--- src/rtl/cenc_pkg.sv ---
package cenc_pkg;

   typedef enum logic [1:0] {
      RATE_1_2 = 2'd0,
      RATE_1_3 = 2'd1,
      RATE_1_4 = 2'd2,
      RATE_BAD = 2'd3
   } rate_e;

   // number of coded lanes produced for a rate code
   function automatic int lanes_for(rate_e r);
      return int'(r) + 2;
   endfunction

endpackage

--- src/rtl/cenc_cfg.sv ---
module cenc_cfg
   import cenc_pkg::*;
#(
   parameter int MAX_K   = 9,
   parameter int MIN_K   = 5,
   parameter int MAX_OUT = 4,
   parameter int RST_K   = 9,
   localparam int KW     = $clog2(MAX_K + 1),
   localparam int SR_W   = MAX_K - 1,
   localparam int GEN_W  = MAX_OUT * SR_W
) (
   input  logic               clk,
   input  logic               rst_n,
   input  logic               load,
   input  logic [KW-1:0]      k_in,
   input  logic [1:0]         rate_in,
   input  logic [GEN_W-1:0]   gen_in,
   input  logic               busy,
   output logic               accept,
   output logic [KW-1:0]      k_next,
   output logic [SR_W-1:0]    tap_mask,
   output logic [MAX_OUT-1:0] lane_mask,
   output logic [GEN_W-1:0]   gen_q
);

   logic [KW-1:0] k_q;
   rate_e         rate_q;
   logic          legal;

   always_comb begin
      legal = (k_in >= KW'(MIN_K)) && (k_in <= KW'(MAX_K)) &&
              (rate_e'(rate_in) != RATE_BAD) &&
              (lanes_for(rate_e'(rate_in)) <= MAX_OUT);
   end

   assign accept = load && legal && !busy;
   assign k_next = accept ? k_in : k_q;

   always_ff @(posedge clk or negedge rst_n) begin
      if (!rst_n) begin
         k_q    <= KW'(RST_K);
         rate_q <= RATE_1_2;
         gen_q  <= '0;
      end else if (accept) begin
         k_q    <= k_in;
         rate_q <= rate_e'(rate_in);
         gen_q  <= gen_in;
      end
   end

   // tap j (delay j+1) is live while j+1 < K
   for (genvar j = 0; j < SR_W; j++) begin : g_tap
      assign tap_mask[j] = (k_q > KW'(j + 1));
   end

   for (genvar i = 0; i < MAX_OUT; i++) begin : g_lane
      assign lane_mask[i] = (lanes_for(rate_q) > i);
   end

   // rejected loads leave the configuration unchanged
   p_illegal_keep_r3: assert property (@(posedge clk) disable iff (!rst_n)
      (load && !legal) |=> ($stable(k_q) && $stable(rate_q) && $stable(gen_q)));

   // no configuration change while a tail is running
   p_busy_keep_r10: assert property (@(posedge clk) disable iff (!rst_n)
      busy |=> ($stable(k_q) && $stable(gen_q)));

endmodule

--- src/rtl/cenc_shift.sv ---
module cenc_shift #(
   parameter int SR_W = 8
) (
   input  logic            clk,
   input  logic            rst_n,
   input  logic            clr,
   input  logic            shift,
   input  logic            din,
   output logic [SR_W-1:0] state
);

   always_ff @(posedge clk or negedge rst_n) begin
      if (!rst_n)
         state <= '0;
      else if (clr)
         state <= '0;
      else if (shift)
         state <= {state[SR_W-2:0], din};
   end

   // frame start empties the encoder memory
   p_clear_r2: assert property (@(posedge clk) disable iff (!rst_n)
      clr |=> (state == '0));

   // newest accepted bit sits at delay one
   p_shift_r4: assert property (@(posedge clk) disable iff (!rst_n)
      (shift && !clr) |=> (state[0] == $past(din)));

endmodule

--- src/rtl/cenc_lanes.sv ---
module cenc_lanes #(
   parameter int SR_W    = 8,
   parameter int MAX_OUT = 4,
   localparam int GEN_W  = MAX_OUT * SR_W
) (
   input  logic               cur,
   input  logic [SR_W-1:0]    state,
   input  logic [SR_W-1:0]    tap_mask,
   input  logic [MAX_OUT-1:0] lane_mask,
   input  logic [GEN_W-1:0]   gen,
   output logic [MAX_OUT-1:0] code
);

   logic [SR_W-1:0] live;
   assign live = state & tap_mask;

   for (genvar i = 0; i < MAX_OUT; i++) begin : g_par
      logic [SR_W-1:0] sel;
      assign sel     = gen[i*SR_W +: SR_W] & live;
      assign code[i] = lane_mask[i] & (cur ^ (^sel));
   end

endmodule

--- src/rtl/cenc_tail.sv ---
module cenc_tail #(
   parameter int KW = 4
) (
   input  logic          clk,
   input  logic          rst_n,
   input  logic          flush,
   input  logic [KW-1:0] k_next,
   input  logic          tail_step,
   output logic          active,
   output logic          final_beat
);

   logic [KW-1:0] left;

   assign active     = (left != '0);
   assign final_beat = (left == KW'(1));

   always_ff @(posedge clk or negedge rst_n) begin
      if (!rst_n)
         left <= '0;
      else if (!active && flush)
         left <= k_next - KW'(1);
      else if (active && tail_step)
         left <= left - KW'(1);
   end

   // the last tail word ends the tail
   p_tail_final_r8: assert property (@(posedge clk) disable iff (!rst_n)
      (active && tail_step && final_beat) |=> !active);

   // a stalled tail neither restarts nor advances
   p_tail_frozen_r10: assert property (@(posedge clk) disable iff (!rst_n)
      (active && !tail_step) |=> $stable(left));

endmodule

--- src/rtl/cfg_conv_encoder.sv ---
module cfg_conv_encoder #(
   parameter int MAX_K   = 9,
   parameter int MIN_K   = 5,
   parameter int MAX_OUT = 4,
   parameter int RST_K   = 9,
   localparam int KW     = $clog2(MAX_K + 1),
   localparam int SR_W   = MAX_K - 1,
   localparam int GEN_W  = MAX_OUT * SR_W
) (
   input  logic               clk,
   input  logic               rst_n,
   input  logic               cfg_load,
   input  logic [KW-1:0]      cfg_k,
   input  logic [1:0]         cfg_rate,
   input  logic [GEN_W-1:0]   cfg_gen,
   input  logic               flush,
   input  logic               in_valid,
   output logic               in_ready,
   input  logic               in_bit,
   output logic               out_valid,
   input  logic               out_ready,
   output logic [MAX_OUT-1:0] out_bits,
   output logic               out_last
);

   if (MIN_K < 2 || MAX_K < MIN_K) begin : g_bad_k
      $error("cfg_conv_encoder: constraint length range is empty");
   end
   if (RST_K < MIN_K || RST_K > MAX_K) begin : g_bad_rst
      $error("cfg_conv_encoder: reset K outside legal range");
   end
   if (MAX_OUT < 2 || MAX_OUT > 4) begin : g_bad_out
      $error("cfg_conv_encoder: lane count must be 2 to 4");
   end

   logic               cfg_accept;
   logic [KW-1:0]      k_next;
   logic [SR_W-1:0]    tap_mask;
   logic [MAX_OUT-1:0] lane_mask;
   logic [GEN_W-1:0]   gen_q;
   logic [SR_W-1:0]    state;
   logic [MAX_OUT-1:0] code;
   logic               tail_active, tail_final;
   logic               slot, data_acc, tail_step, step, cur_bit;

   assign slot      = !out_valid || out_ready;
   assign in_ready  = !tail_active && slot && !cfg_accept;
   assign data_acc  = in_valid && in_ready;
   assign tail_step = tail_active && slot;
   assign step      = data_acc || tail_step;
   assign cur_bit   = tail_active ? 1'b0 : in_bit;

   cenc_cfg #(
      .MAX_K(MAX_K), .MIN_K(MIN_K), .MAX_OUT(MAX_OUT), .RST_K(RST_K)
   ) u_cfg (
      .clk(clk), .rst_n(rst_n), .load(cfg_load), .k_in(cfg_k),
      .rate_in(cfg_rate), .gen_in(cfg_gen), .busy(tail_active),
      .accept(cfg_accept), .k_next(k_next), .tap_mask(tap_mask),
      .lane_mask(lane_mask), .gen_q(gen_q)
   );

   cenc_shift #(.SR_W(SR_W)) u_shift (
      .clk(clk), .rst_n(rst_n), .clr(cfg_accept), .shift(step),
      .din(cur_bit), .state(state)
   );

   cenc_lanes #(.SR_W(SR_W), .MAX_OUT(MAX_OUT)) u_lanes (
      .cur(cur_bit), .state(state), .tap_mask(tap_mask),
      .lane_mask(lane_mask), .gen(gen_q), .code(code)
   );

   cenc_tail #(.KW(KW)) u_tail (
      .clk(clk), .rst_n(rst_n), .flush(flush), .k_next(k_next),
      .tail_step(tail_step), .active(tail_active), .final_beat(tail_final)
   );

   always_ff @(posedge clk or negedge rst_n) begin
      if (!rst_n) begin
         out_valid <= 1'b0;
         out_bits  <= '0;
         out_last  <= 1'b0;
      end else if (step) begin
         out_valid <= 1'b1;
         out_bits  <= code;
         out_last  <= tail_step && tail_final;
      end else if (out_ready) begin
         out_valid <= 1'b0;
      end
   end

   // a stalled word is held unchanged
   p_hold_r7: assert property (@(posedge clk) disable iff (!rst_n)
      (out_valid && !out_ready) |=> (out_valid && $stable(out_bits) && $stable(out_last)));

   // an accepted bit is presented on the next cycle
   p_accept_emits_r6: assert property (@(posedge clk) disable iff (!rst_n)
      (in_valid && in_ready) |=> (out_valid && !out_last));

   // no input is taken while the tail runs
   p_tail_blocks_r8: assert property (@(posedge clk) disable iff (!rst_n)
      (out_valid && out_last) |-> $past(!in_ready));

endmodule

--- config.mk ---
export PLATFORM = sky130hd
export DESIGN_NAME = cfg_conv_encoder
export DESIGN_NICKNAME = d
export VERILOG_FILES = /design/src/rtl/cenc_pkg.sv /design/src/rtl/cenc_cfg.sv /design/src/rtl/cenc_shift.sv /design/src/rtl/cenc_lanes.sv /design/src/rtl/cenc_tail.sv /design/src/rtl/cfg_conv_encoder.sv
export SDC_FILE = /design/constraint.sdc
export NUM_CORES = 1
export LEC_CHECK = 0
export BUFFER_PORTS_ARGS = -buffer_cell sky130_fd_sc_hd__buf_2
export CAP_MARGIN = 10
export CELL_PAD_IN_SITES_DETAIL_PLACEMENT = 1
export CELL_PAD_IN_SITES_GLOBAL_PLACEMENT = 1
export CORE_ASPECT_RATIO = 1.2
export CORE_UTILIZATION = 38
export DETAILED_ROUTE_END_ITERATION = 7
export PLACE_DENSITY = 0.72
export RECOVER_POWER = 100
export SETUP_SLACK_MARGIN = 0.15
export SLEW_MARGIN = 20
export SYNTH_ARGS = -nofsm -noshare
export SYNTH_HDL_FRONTEND = slang
export SYNTH_SLANG_ARGS = --single-unit
--- constraint.sdc ---
create_clock -name clk -period 2.3 [get_ports clk]
set_input_delay 0.46 -clock clk [delete_from_list [all_inputs] [get_ports clk]]
set_output_delay 0.46 -clock clk [all_outputs]
set_load 0.02 [all_outputs]
Yosys cells after proc, flatten, opt, wreduce, memory -nomap -nowiden
Index checks and enable logic that the tools add are counted.

Add/subtract/negate cells: 4. Order comparisons: 15. Equal/unequal tests: 2. Multiplexer cells: 8. Bitwise logic cells: 13. Reductions and logical operators: 25.

Operators by type and width (count): $gt 32x3->1 const B (2); $and 8x8->8 (5); $gt 32x1->1 const B (1); $gt 32x2->1 const B (1); $le 32x4->1 const B (1); $reduce_xor 8->1 (4); $gt 4x3->1 const B (4); $mux 8 (2); $logic_and 1x1->1 (12); $mux 4 (3); $gt 4x2->1 const B (2); $sub 4x1->4 const B (2); $add 2x2->3 const B (2); $reduce_bool 2->1 (3); $and 1x1->1 (4); $eq 4x1->1 const B (1); $ge 4x3->1 const B (1); $gt 4x1->1 const B (1); $gt 4x4->1 const B (1); $le 4x4->1 const B (1); $reduce_bool 4->1 (1); $xor 1x1->1 (4); $logic_not 1->1 (3); $mux 1 (3); 2 further kinds (3).

Register bits after elaboration: 56. Bits of input ports: 45. Output and inout bits: 7.

Depth between registers and ports, before layout
Gate-level depths: netlist of the first run.

Depth after elaboration: 12. Gate-level depth with buffers: 11. Mapped depth without buffers: 10.

By module
A second synthesis of the first run with hierarchy kept.

Cells, all modules: 248. Area, all modules: 3176.8 µm².

Modules (own cells, without submodules): cenc_cfg (times used 1, cells an instance 103, area each 1657.8 µm²); cenc_lanes (times used 1, cells an instance 65, area each 565.5 µm²); cenc_tail (times used 1, cells an instance 34, area each 349.1 µm²); cenc_shift (times used 1, cells an instance 26, area each 325.3 µm²); cfg_conv_encoder (times used 1, cells an instance 20, area each 279.0 µm²).

Least setup slack after synthesis of the first run
Ideal clock, no wire load.

Kind: register to register. Start point: register u_tail.left[0]. End point: register u_tail.left[2]. Library setup time: 137 ps. Arrival time: 2256 ps. Required time: 2163 ps. Path slack: -93 ps. Stages on the path, launching flop included: 11. Cell sequence: dfrtp_1 > inv_1 > ha_1 > or3b_4 > o41a_1 > o22a_1 > and2_2 > inv_1 > ha_1 > xnor2_1 > a31oi_1.

Cells in the longest elaborated chain, start to end: 6. Elaborated cells on any way between the ends: 12. Classes of those cells: 2 x add/sub; 3 x mux; 7 x reduce/logical.

RTL lines: start: declaration (line cenc_tail.sv:13) `logic [KW-1:0] left;`; start signal: assignment (line cenc_tail.sv:22) `left <= k_next - KW'(1);`; start signal: assignment (line cenc_tail.sv:24) `left <= left - KW'(1);`; $reduce_bool 4->1 (line cenc_tail.sv:15) `assign active = (left != '0);`; $logic_not 1->1 (line cenc_cfg.sv:36) `assign accept = load && legal && !busy;`; $logic_and 1x1->1 (line cenc_cfg.sv:36); $mux 4 (line cenc_cfg.sv:37) `assign k_next = accept ? k_in : k_q;`; named net k_next[0] (line cfg_conv_encoder.sv:37) `logic [KW-1:0] k_next;`; $sub 4x1->4 (line cenc_tail.sv:22); $mux 4 (line cenc_tail.sv:21) `else if (!active && flush)`.

The timed path passes the listed nets, and every way through them passes these cells. The select of a mux whose other input is x is not followed. A chain may end at the register's enable or synchronous reset.

Final worst setup path of the first run
Start point: register u_tail.left[1]. End point: register u_tail.left[2].

Same word-level chain as after synthesis.

==> flow_summary.toml, run 1 <==
[timing]
finalWorstSetupSlack_ns = -0.0232
fin_crit_sh = 1.01
fin_skew_ns = 0.0104
hold_viol = 0
rsz0062_at_grt = "yes"
drv_slew = 30
setup_viol_count_final = 2
worst_pin_slew_ns = 1.63
finalCriticalPeriod_ns = 2.32
slew_headroom = -0.0874
fmax_mhz = 430

[die]
core-area_mm2 = 0.00771
fp.dieW_um = 83.6
pin_count = 52
core.rowCount = 35
die_height_um = 99.9
initial_utilization = 0.394
die_area_mm2 = 0.00835

[placement]
dp_cells = 480
dp_slack_ns = -0.0200
gp_congestion = 0.802
hpwlAfterDp_mm = 5.73
io_buffers = 51

[yosys]
ys_seq_area_frac = 0.463
syn-num-nets = 390
ys_ff_latch = 56
yosys-top-cells-area = "dfrtp_1 45%, nand2_1 16%, xnor2_1 6.1%"
ys.flop_type = "dfrtp_1"
postSynthCellCount = 342
synth_cell_types = 52
yosys.area.top_type = "dfrtp_1"
synth_edf_count = 0
syn_avg_cell_area_um2 = 8.87
yosys_warnings = 0
ys_async_sr_fraction = 1.00
netlist_area_mm2 = 0.00303
synth_top_area_frac = 0.445

[detailed_routing]
wl_per_cell_um = 15.9
drcViolationCount = 0
drt_iter0_drc = 93
vias = 2593
drtPass1Iterations = 4
ant_nets = 0
wirelength_mm = 8.01
avgViaCountPerCell = 5.14

[cells_and_area]
area_delta_synth_final_pct = 23.8
num_antenna_cells = 0
multi_input_area_mm2 = 0.00163
nets = 459
drive_above_1_share = 0.260
instances_no_fill = 504
register_area_mm2 = 0.00140
final_common_cell = "nand2_1"
final_cell_mix = "131 x nand2_1, 54 x dfrtp_1, 43 x buf_2, 20 x xnor2_1, 16 x buf_4"
fill_cells = 935
final_util = 0.487

[worst_setup_path]
critPathArrivalTime_ns = 2.51
crit_buf_inv = 2
cp-start-kind = "flop"
worst-path-max-fanout = 5
crit_chain = "inv_2 -> ha_4 -> or3b_4 -> o41a_1 -> o22a_1 -> and2_4 -> inv_4 -> ha_4 -> xnor2_2 -> a31oi_1"
critPathMaxStageDelay_ns = 0.43
critPathKind = "reg2reg"
r2r_cells = 10
critPathRequiredTime_ns = 2.49
r2r_slack_ns = -0.02
crit_path_end_kind = "flop"
critPathSlowestCell = "or3b_4"
critPathTopFamily = "compound AO/OA/AOI/OAI gates"
critPathLaunch = "u_tail.left[1]$_DFFE_PN0P_"
cp_common_cell = "ha_4"
cp-endpoint = "u_tail.left[2]$_DFFE_PN0P_"
timing.rr.end = "u_tail.left[2]$_DFFE_PN0P_"
path_depth = 10
rr_startpoint = "u_tail.left[1]$_DFFE_PN0P_"

[global_routing]
grt-ovfl-total = 0
grt_pass1_vias = 2771
grt_max_degree = 44
gr-usage-all-layers = 0.198
grt_antenna_before_repair = 0
grt_first_pass_wirelength_mm = 13.2

[cts]
cts_num_sinks = 56
cts_buffers = 5
cts_tree = "built"
cts_hold_buf = 0
clock_latency_ns = 0.31
htree_levels = 2
cts_root_buf = "clkbuf_8"
cts.clk_slew.worst_paths_ns = 0.11
cts_max_path_buffers = 2

[power_and_ir_drop]
clkPwrFrac = 0.195
leakage_nw = 1.83
power_frac_comb = 0.350
pwr-share-seq = 0.456
powerDensity_mw_per_mm2 = 886
p_switching_w = 0.00117
swShare = 0.352
internal-power_w = 0.00216
ir_drop_mv = 0.594

[outcome]
outcome = "finished, violations left"
violations = "capacitance limit, slew limit, setup timing"

[hold_path]
min_path_cells = 3
hold_path_class = "in2reg"

[run]
maxCapViolations = 1
-- synthesized netlist by cell type (3+ instances only) --
master    count
xor2_1        6
nand2_1     131
xnor3_1       4
nand3_1      11
nand2b_1      3
dfrtp_1      54
and2_1        3
nor2_1       14
a22oi_1       4
xnor2_1      21
nor2b_1       3
inv_1         7
clkbuf_1     12
o31a_1        3
mux2i_1       9
nor3_1        3
ha_1          3
o21ai_0       8
-- sequential cells by signal, indices dropped and copies added (netlist names) --
signal and flops:
u_cfg.gen_q 32, out_last 1, u_cfg.rate_q 2, out_valid 1
u_shift.state 8, out_bits 4, u_tail.left 4, u_cfg.k_q 4
-- worst register-to-register path, cell delays in order, from the launching register on --
cell     delay [ns]
dfrtp_1        0.41
inv_2          0.10
ha_4           0.13
or3b_4         0.43
o41a_1         0.35
o22a_1         0.24
and2_4         0.19
inv_4          0.05
ha_4           0.13
xnor2_2        0.10
a31oi_1        0.09
-- final cells by class --
| class | instances | share of cell area |
|---|---|---|
| clock buffer | 6 | 0.0193 |
| clock inverter | 2 | 0.00933 |
| inverter | 7 | 0.00766 |
| multi-input combinational | 263 | 0.433 |
| sequential | 56 | 0.374 |
| tap | 92 | 0.0306 |
| timing repair buffer | 78 | 0.127 |
-- power groups by stage --
stage,combinational [W],sequential [W],clock (W)
floorplan,0.000675,0.00151,0
CTS,0.00117,0.00152,0.000665
global route,0.00129,0.00155,0.000704
global placement,0.000984,0.00153,0
finish,0.00116,0.00152,0.000648
detailed placement,0.00103,0.00154,0
-- per-layer routing --
metal | routed length, µm | global-route usage | up-vias
met3 | 167 | 0.0222 | 14
met4 | 130 | 0.0587 | 0
met2 | 4360 | 0.378 | 44
met1 | 3350 | 0.231 | 1277
li1 | - | - | 1258
met5 | 0 | 0 | -
-- kinds of logic after synthesis --
family | after synthesis | synth area share
compound gates | 42 | 0.106
xor+xnor | 31 | 0.108
fa+ha+maj | 3 | 0.0124
buf+inv | 23 | 0.0330
flops | 56 | 0.463
mux | 9 | 0.0297
simple gates | 178 | 0.249
-- timing repair --
| action | in CTS | in global routing |
|---|---|---|
| gates resized for setup | 17 | 9 |
| setup endpoints to repair | 17 | 13 |
| endpoints found under the hold margin | 0 | 0 |
| pin swaps | 13 | 4 |
| setup buffers | 14 | 2 |
-- metrics by stage --
stage / TNS (ns) / instance area (µm²) / total power (W) / hold WS (ns)
5_1_grt: -2.24 / 3760 / 0.00355 / 0.331
4_1_cts: 0 / 3750 / 0.00335 / 0.209
3_5_place_dp: -0.0200 / 3470 / 0.00257 / 0.466
6_report: -0.0395 / 3760 / 0.00333 / 0.333
3_3_place_gp: 0 / 3470 / 0.00251 / 0.461
2_1_floorplan: 0 / 3080 / 0.00218 / 0.164
-- worst min-delay path by stage --
stage,slack (ns),endpoint,from
3_5_place_dp,0.47,u_cfg.gen_q[19]$_DFFE_PN0P_,u_cfg.gen_q[19]$_DFFE_PN0P_
4_1_cts,0.21,u_shift.state[6]$_DFFE_PN0P_,rst_n
2_1_floorplan,0.16,out_bits[0]$_DFFE_PN0P_,rst_n
6_report,0.33,u_cfg.gen_q[0]$_DFFE_PN0P_,cfg_gen[0]
3_3_place_gp,0.46,out_bits[2]$_DFFE_PN0P_,out_bits[2]$_DFFE_PN0P_
5_1_grt,0.33,u_cfg.gen_q[20]$_DFFE_PN0P_,cfg_gen[20]
No activity file was read; power rests on OpenSTA's default activity.
==> run 2, diff against run 1 <==
- ABC_AREA: unset -> 1
- CORE_UTILIZATION: 38 -> 36
- PLACE_DENSITY: 0.72 -> 0.71
==> run 2 against run 1 <==
Net effect:
- the run ends with capacitance limit left
- combinational power rose by 70%
- register-to-register slack gained 0.22 ns
- sequential power rose by 14%
- clock power fell by 14%
- hold slack lost 0.0092 ns
- first-iteration DRC count is 12% higher
- utilization fell by 5.8 points
- clock skew is 0.0046 ns higher
- total power grew 28%
- design area is 3.2% higher
- synthesized cell count up 45%
- sequential share of layout area fell by 1.1 points
- critical path type is now reg2out
- critical endpoint is now in_ready
- largest cell class unchanged
- largest power group is now combinational cells
- highest routed layer unchanged
==> flow_summary.toml, run 2 <==
[outcome]
outcome = "finished, violations left"
violations = "capacitance limit"

[yosys]
synth_edf_count = 0
syn-num-nets = 543
synthAdderAreaFrac = 0.0112
yosys.area.top_type = "dfrtp_1"
yosys_warnings = 0
ys_seq_area_frac = 0.420
synthMuxAreaShare = 0
synth_top_family_by_area = "simple AND/OR/NAND/NOR gates"
synth_cell_types = 29
postSynthCellCount = 495
synth-xor-area-share = 0.00262
synthMostInstantiatedCell = "nand2_1"
synth-compound-area-share = 0.0898
ys_ff_latch = 56
syn_avg_cell_area_um2 = 6.76
ys.flop_type = "dfrtp_1"
yosys-top-cells-area = "dfrtp_1 40%, nand2_1 21%, inv_1 9.3%"
netlist_area_mm2 = 0.00335
synth_top_area_frac = 0.404
ys_async_sr_fraction = 1.00
ys_top_cells_by_count = "187 x nand2_1, 83 x inv_1, 54 x dfrtp_1"
yosys.area_share.simple = 0.358

[power_and_ir_drop]
ir_drop_mv = 0.459
leakage_nw = 2.08
powerDensity_mw_per_mm2 = 1100

[global_routing]
gr-usage-all-layers = 0.209
grt_antenna_before_repair = 0
grt_first_pass_wirelength_mm = 16.0
grt_pass1_vias = 3455
grt_max_degree = 34
grt-ovfl-total = 0

[worst_setup_path]
crit_path_end_kind = "primary output"
worst-path-max-fanout = 4
critPathTopFamily = "flip-flops"
cp-start-kind = "flop"
critPathArrivalTime_ns = 1.65
r2r_slack_ns = 0.20
crit_chain = "inv_2 -> ha_4 -> nand3_4 -> nor2_4 -> nand3_4 -> inv_4 -> nor3_2 -> clkbuf_2"
critPathRequiredTime_ns = 1.84
critPathKind = "reg2out"
critPathMaxStageDelay_ns = 0.40
critPathSlowestCell = "dfrtp_1"
crit_buf_inv = 3
cp_common_cell = "nand3_4"

[cells_and_area]
multi_input_area_mm2 = 0.00156
register_area_mm2 = 0.00140
largest_reg_flops = 32
drive_above_1_share = 0.146
final_common_cell = "nand2_1"
instances_no_fill = 676
nets = 603
final_cell_mix = "188 x nand2_1, 82 x inv_1, 54 x dfrtp_1, 45 x o21ai_0, 44 x nand3_1"
area_delta_synth_final_pct = 15.8
fill_cells = 1212
top_regs = "u_cfg.gen_q (32), u_shift.state (8)"
num_antenna_cells = 0
final_util = 0.429
regMostFlops = "u_cfg.gen_q"

[die]
core.rowCount = 38
die_height_um = 108
initial_utilization = 0.370
fp.dieW_um = 90.0
pin_count = 52
die_area_mm2 = 0.00968
core-area_mm2 = 0.00903

[timing]
whs_ns = 0.324
drv_slew = 0
fmax_mhz = 474
setup_viol_count_final = 0
worst_pin_slew_ns = 1.50
fin_crit_sh = 0.917
finalCriticalPeriod_ns = 2.11
finalWorstSetupSlack_ns = 0.191
slew_headroom = 0.00253
finalSetupTns_ns = 0
fin_skew_ns = 0.0150
rsz0062_at_grt = "yes"
hold_viol = 0

[placement]
io_buffers = 51
gp_congestion = 0.833
dp_slack_ns = 0.0888
dp_cells = 662
hpwlAfterDp_mm = 7.20

[cts]
cts.clk_slew.worst_paths_ns = 0.10
cts_max_path_buffers = 2
cts_buffers = 5
cts_tree = "built"
clock_latency_ns = 0.33
cts_root_buf = "clkbuf_8"
htree_levels = 2
cts_hold_buf = 0
cts_num_sinks = 56

[detailed_routing]
ant_nets = 0
drt_iter0_drc = 104
drtPass1Iterations = 4
avgViaCountPerCell = 4.83
wirelength_mm = 9.35
vias = 3262
drcViolationCount = 0
wl_per_cell_um = 13.8

[hold_path]
hold_path_class = "in2reg"

[run]
maxCapViolations = 1
[run 2: cell count changes in the layout (fill, tap and decap cells not counted), sizes merged, moves of 16 or more]
cell	previous run	this run
inv	7	87
nand2	132	191
o21ai	10	49
nand3	12	47
xnor2	21	0
nor2	14	32
buf	65	49
[run 2: repair_timing]
action,CTS,global route
cloned,0,0
buffers inserted,4,2
gates resized for setup,5,6
pin swaps,1,2
setup endpoints to repair,3,2
[run 2: power by group]
group	switching (W)	total (W)	internal, W
clock network	0.000341	0.000556	0.000215
registers	0.000280	0.00174	0.00146
logic	0.00131	0.00197	0.000657
[run 2: cell type report]
class                           count  area share
Clock buffer                        7      0.0197
Clock inverter                      1     0.00129
Inverter                           89      0.0869
Multi-Input combinational cell    341       0.403
Sequential cell                    56       0.362
Tap cell                          120      0.0387
Timing Repair Buffer               62      0.0885
[run 2: final timing paths]
| path | from | to | depth (start not counted) |
|---|---|---|---|
| worst max-delay path | u_tail.left[1]$_DFFE_PN0P_ | in_ready | 8 |
| worst min-delay path | cfg_gen[29] | u_cfg.gen_q[29]$_DFFE_PN0P_ | 3 |
| worst max register to register | u_tail.left[1]$_DFFE_PN0P_ | u_tail.left[2]$_DFFE_PN0P_ | 14 |
| worst min register to register | u_shift.state[7]$_DFFE_PN0P_ | u_shift.state[7]$_DFFE_PN0P_ | 2 |
| max in group asynchronous | rst_n | u_cfg.k_q[0]$_DFF_PN1_ | 2 |
| min in group asynchronous | rst_n | u_cfg.gen_q[20]$_DFFE_PN0P_ | 1 |
[run 2: through the flow]
stage          area (µm²)  power, W
2_1_floorplan        3350   0.00306
3_3_place_gp         3740   0.00358
3_5_place_dp         3740   0.00367
4_1_cts              3870   0.00432
5_1_grt              3870   0.00468
6_report             3870   0.00426
[run 2: routing by layer]
metal | vias up | routed length, µm | global-route usage
li1 | 1646 | - | -
met1 | 1535 | 3950 | 0.244
met2 | 66 | 4850 | 0.386
met3 | 15 | 345 | 0.0332
met4 | 0 | 208 | 0.0749
met5 | - | 0 | 0
[run 2: logic make-up (layout without fill, tap and decap cells)]
group,after synthesis,count (layout)
AND/OR/NAND/NOR,281,281
buffers and inverters,98,159
XOR/XNOR,1,1
AO/OA/AOI/OAI,56,56
adder cells (fa/ha/maj),3,3
flip-flops,56,56
[run 2: worst min-delay path, cell delays in order]
cell and delay [ns]:
buf_2 0.07, nand2_1 0.04, nand2_1 0.04
==> run 3, diff against run 2 <==
- BUFFER_PORTS_ARGS: -buffer_cell sky130_fd_sc_hd__buf_2 -> -buffer_cell sky130_fd_sc_hd__buf_4
- SKIP_LAST_GASP: unset -> 1
==> run 3 against run 2 <==
Net effect:
- the flow now finishes without violations
- routed wire length decreased by 0.11%
- cell count down 0.59%
- fmax is 0.60% lower
- count of clock-buffer cells in the layout is 1 lower
- non-clock buffer count decreased by 4
- sequential share of layout area down 0.69 points
- design area grew 1.9%
==> flow_summary.toml, run 3 (synthesis results as in run 2) <==
[outcome]
outcome = "complete, no violations"

[detailed_routing]
ant_nets = 0
drcViolationCount = 0
wl_per_cell_um = 13.9
drtPass1Iterations = 4
drt_iter0_drc = 91
avgViaCountPerCell = 4.86
wirelength_mm = 9.34
vias = 3266

[global_routing]
grt-ovfl-total = 0
grt_antenna_before_repair = 0
grt_max_degree = 57
grt_pass1_vias = 3500
grt_first_pass_wirelength_mm = 16.0
gr-usage-all-layers = 0.207

[worst_setup_path]
critPathKind = "reg2out"
critPathTopFamily = "flip-flops"
critPathMaxStageDelay_ns = 0.39
rr_startpoint = "u_tail.left[1]$_DFFE_PN0P_"
r2r_slack_ns = 0.26
crit_chain = "inv_1 -> ha_4 -> nand3_4 -> nor2_4 -> nand3_4 -> inv_4 -> nor3_2 -> clkbuf_2"
crit_path_end_kind = "primary output"
crit_buf_inv = 3
worst-path-max-fanout = 4
critPathRequiredTime_ns = 1.84
cp-start-kind = "flop"
critPathSlowestCell = "dfrtp_1"
cp_common_cell = "nand3_4"
critPathArrivalTime_ns = 1.66
r2r_cells = 13
timing.rr.end = "u_shift.state[1]$_DFFE_PN0P_"

[cts]
cts_num_sinks = 56
htree_levels = 2
cts_root_buf = "clkbuf_8"
cts_tree = "built"
cts_buffers = 5
cts_hold_buf = 0
clock_latency_ns = 0.31
cts.clk_slew.worst_paths_ns = 0.11
cts_max_path_buffers = 2

[die]
core-area_mm2 = 0.00903
core.rowCount = 38
die_area_mm2 = 0.00968
pin_count = 52
fp.dieW_um = 90.0
initial_utilization = 0.370
die_height_um = 108

[timing]
rsz0062_at_grt = "no"
fmax_mhz = 471
finalWorstSetupSlack_ns = 0.179
slew_headroom = 0.00890
setup_viol_count_final = 0
fin_skew_ns = 0.0113
drv_slew = 0
hold_viol = 0
finalSetupTns_ns = 0
worst_pin_slew_ns = 1.49
finalCriticalPeriod_ns = 2.12
fin_crit_sh = 0.922

[placement]
hpwlAfterDp_mm = 7.27
io_buffers = 51
dp_slack_ns = 0.148
gp_congestion = 0.790

[hold_path]
min-delay-start = "cfg_gen[29]"
hold_path_class = "in2reg"
min_to = "u_cfg.gen_q[29]$_DFFE_PN0P_"
min_path_cells = 3

[cells_and_area]
drive_above_1_share = 0.138
num_antenna_cells = 0
regMostFlops = "u_cfg.gen_q"
largest_reg_flops = 32
final_cell_mix = "189 x nand2_1, 82 x inv_1, 54 x dfrtp_1, 45 x buf_4"
final_util = 0.437
nets = 599
area_delta_synth_final_pct = 18.1
top_regs = "u_cfg.gen_q (32), u_shift.state (8)"
final_common_cell = "nand2_1"

[power_and_ir_drop]
leakage_nw = 2.10
power_w = 0.00435
powerDensity_mw_per_mm2 = 1100
ir_drop_mv = 0.498

[run]
maxCapViolations = 0
-- run 3: per-stage QoR --
stage          hold slack [ns]  std cells  instance area, µm²
3_5_place_dp             0.470        661                3850
6_report                 0.337        672                3950
5_1_grt                  0.339        672                3950
3_3_place_gp             0.467        661                3850
2_1_floorplan            0.164        495                3350
4_1_cts                  0.235        672                4000
-- run 3: worst max-delay path by stage --
stage	start	to	slack (ns)	cells after the start
4_1_cts	u_tail.left[0]$_DFFE_PN0P_	in_ready	0.16	8
6_report	u_tail.left[1]$_DFFE_PN0P_	in_ready	0.18	8
3_3_place_gp	u_tail.left[0]$_DFFE_PN0P_	u_tail.left[2]$_DFFE_PN0P_	0.25	13
3_5_place_dp	u_tail.left[0]$_DFFE_PN0P_	u_tail.left[2]$_DFFE_PN0P_	0.15	13
2_1_floorplan	u_tail.left[0]$_DFFE_PN0P_	in_ready	0.28	9
5_1_grt	u_tail.left[1]$_DFFE_PN0P_	u_tail.left[2]$_DFFE_PN0P_	0.1	13
-- run 3: area by class of cell --
cell class / instances / area [µm²]
Clock buffer: 6 / 72.6
Clock inverter: 2 / 35.0
Fill cell: 1200 / 5080
Inverter: 89 / 337
Multi-Input combinational cell: 341 / 1550
Sequential cell: 56 / 1400
Tap cell: 120 / 150
Timing Repair Buffer: 58 / 399
-- run 3: repair_timing --
item                                    in CTS  in global routing
setup buffers                                3                  0
gates resized for setup                      4                  3
pin swaps                                    1                  1
endpoints found under the setup margin       2                  2
-- run 3: per-layer routing --
layer,global-route usage,vias to the layer above,part of all wire
li1,-,1639,-
met1,0.238,1569,0.43
met2,0.401,50,0.53
met3,0.0247,8,0.026
met4,0.0553,0,0.011
met5,0,-,0
-- run 3: power by group --
part           switching (W)  internal [W]  total, W
logic                0.00130      0.000647   0.00195
clock network       0.000337      0.000324  0.000661
registers           0.000282       0.00146   0.00174
total                0.00192       0.00243   0.00435
-- run 3: worst min-delay path, cell delays in order --
cell and delay [ns]:
buf_4 0.08, nand2_1 0.04, nand2_1 0.05
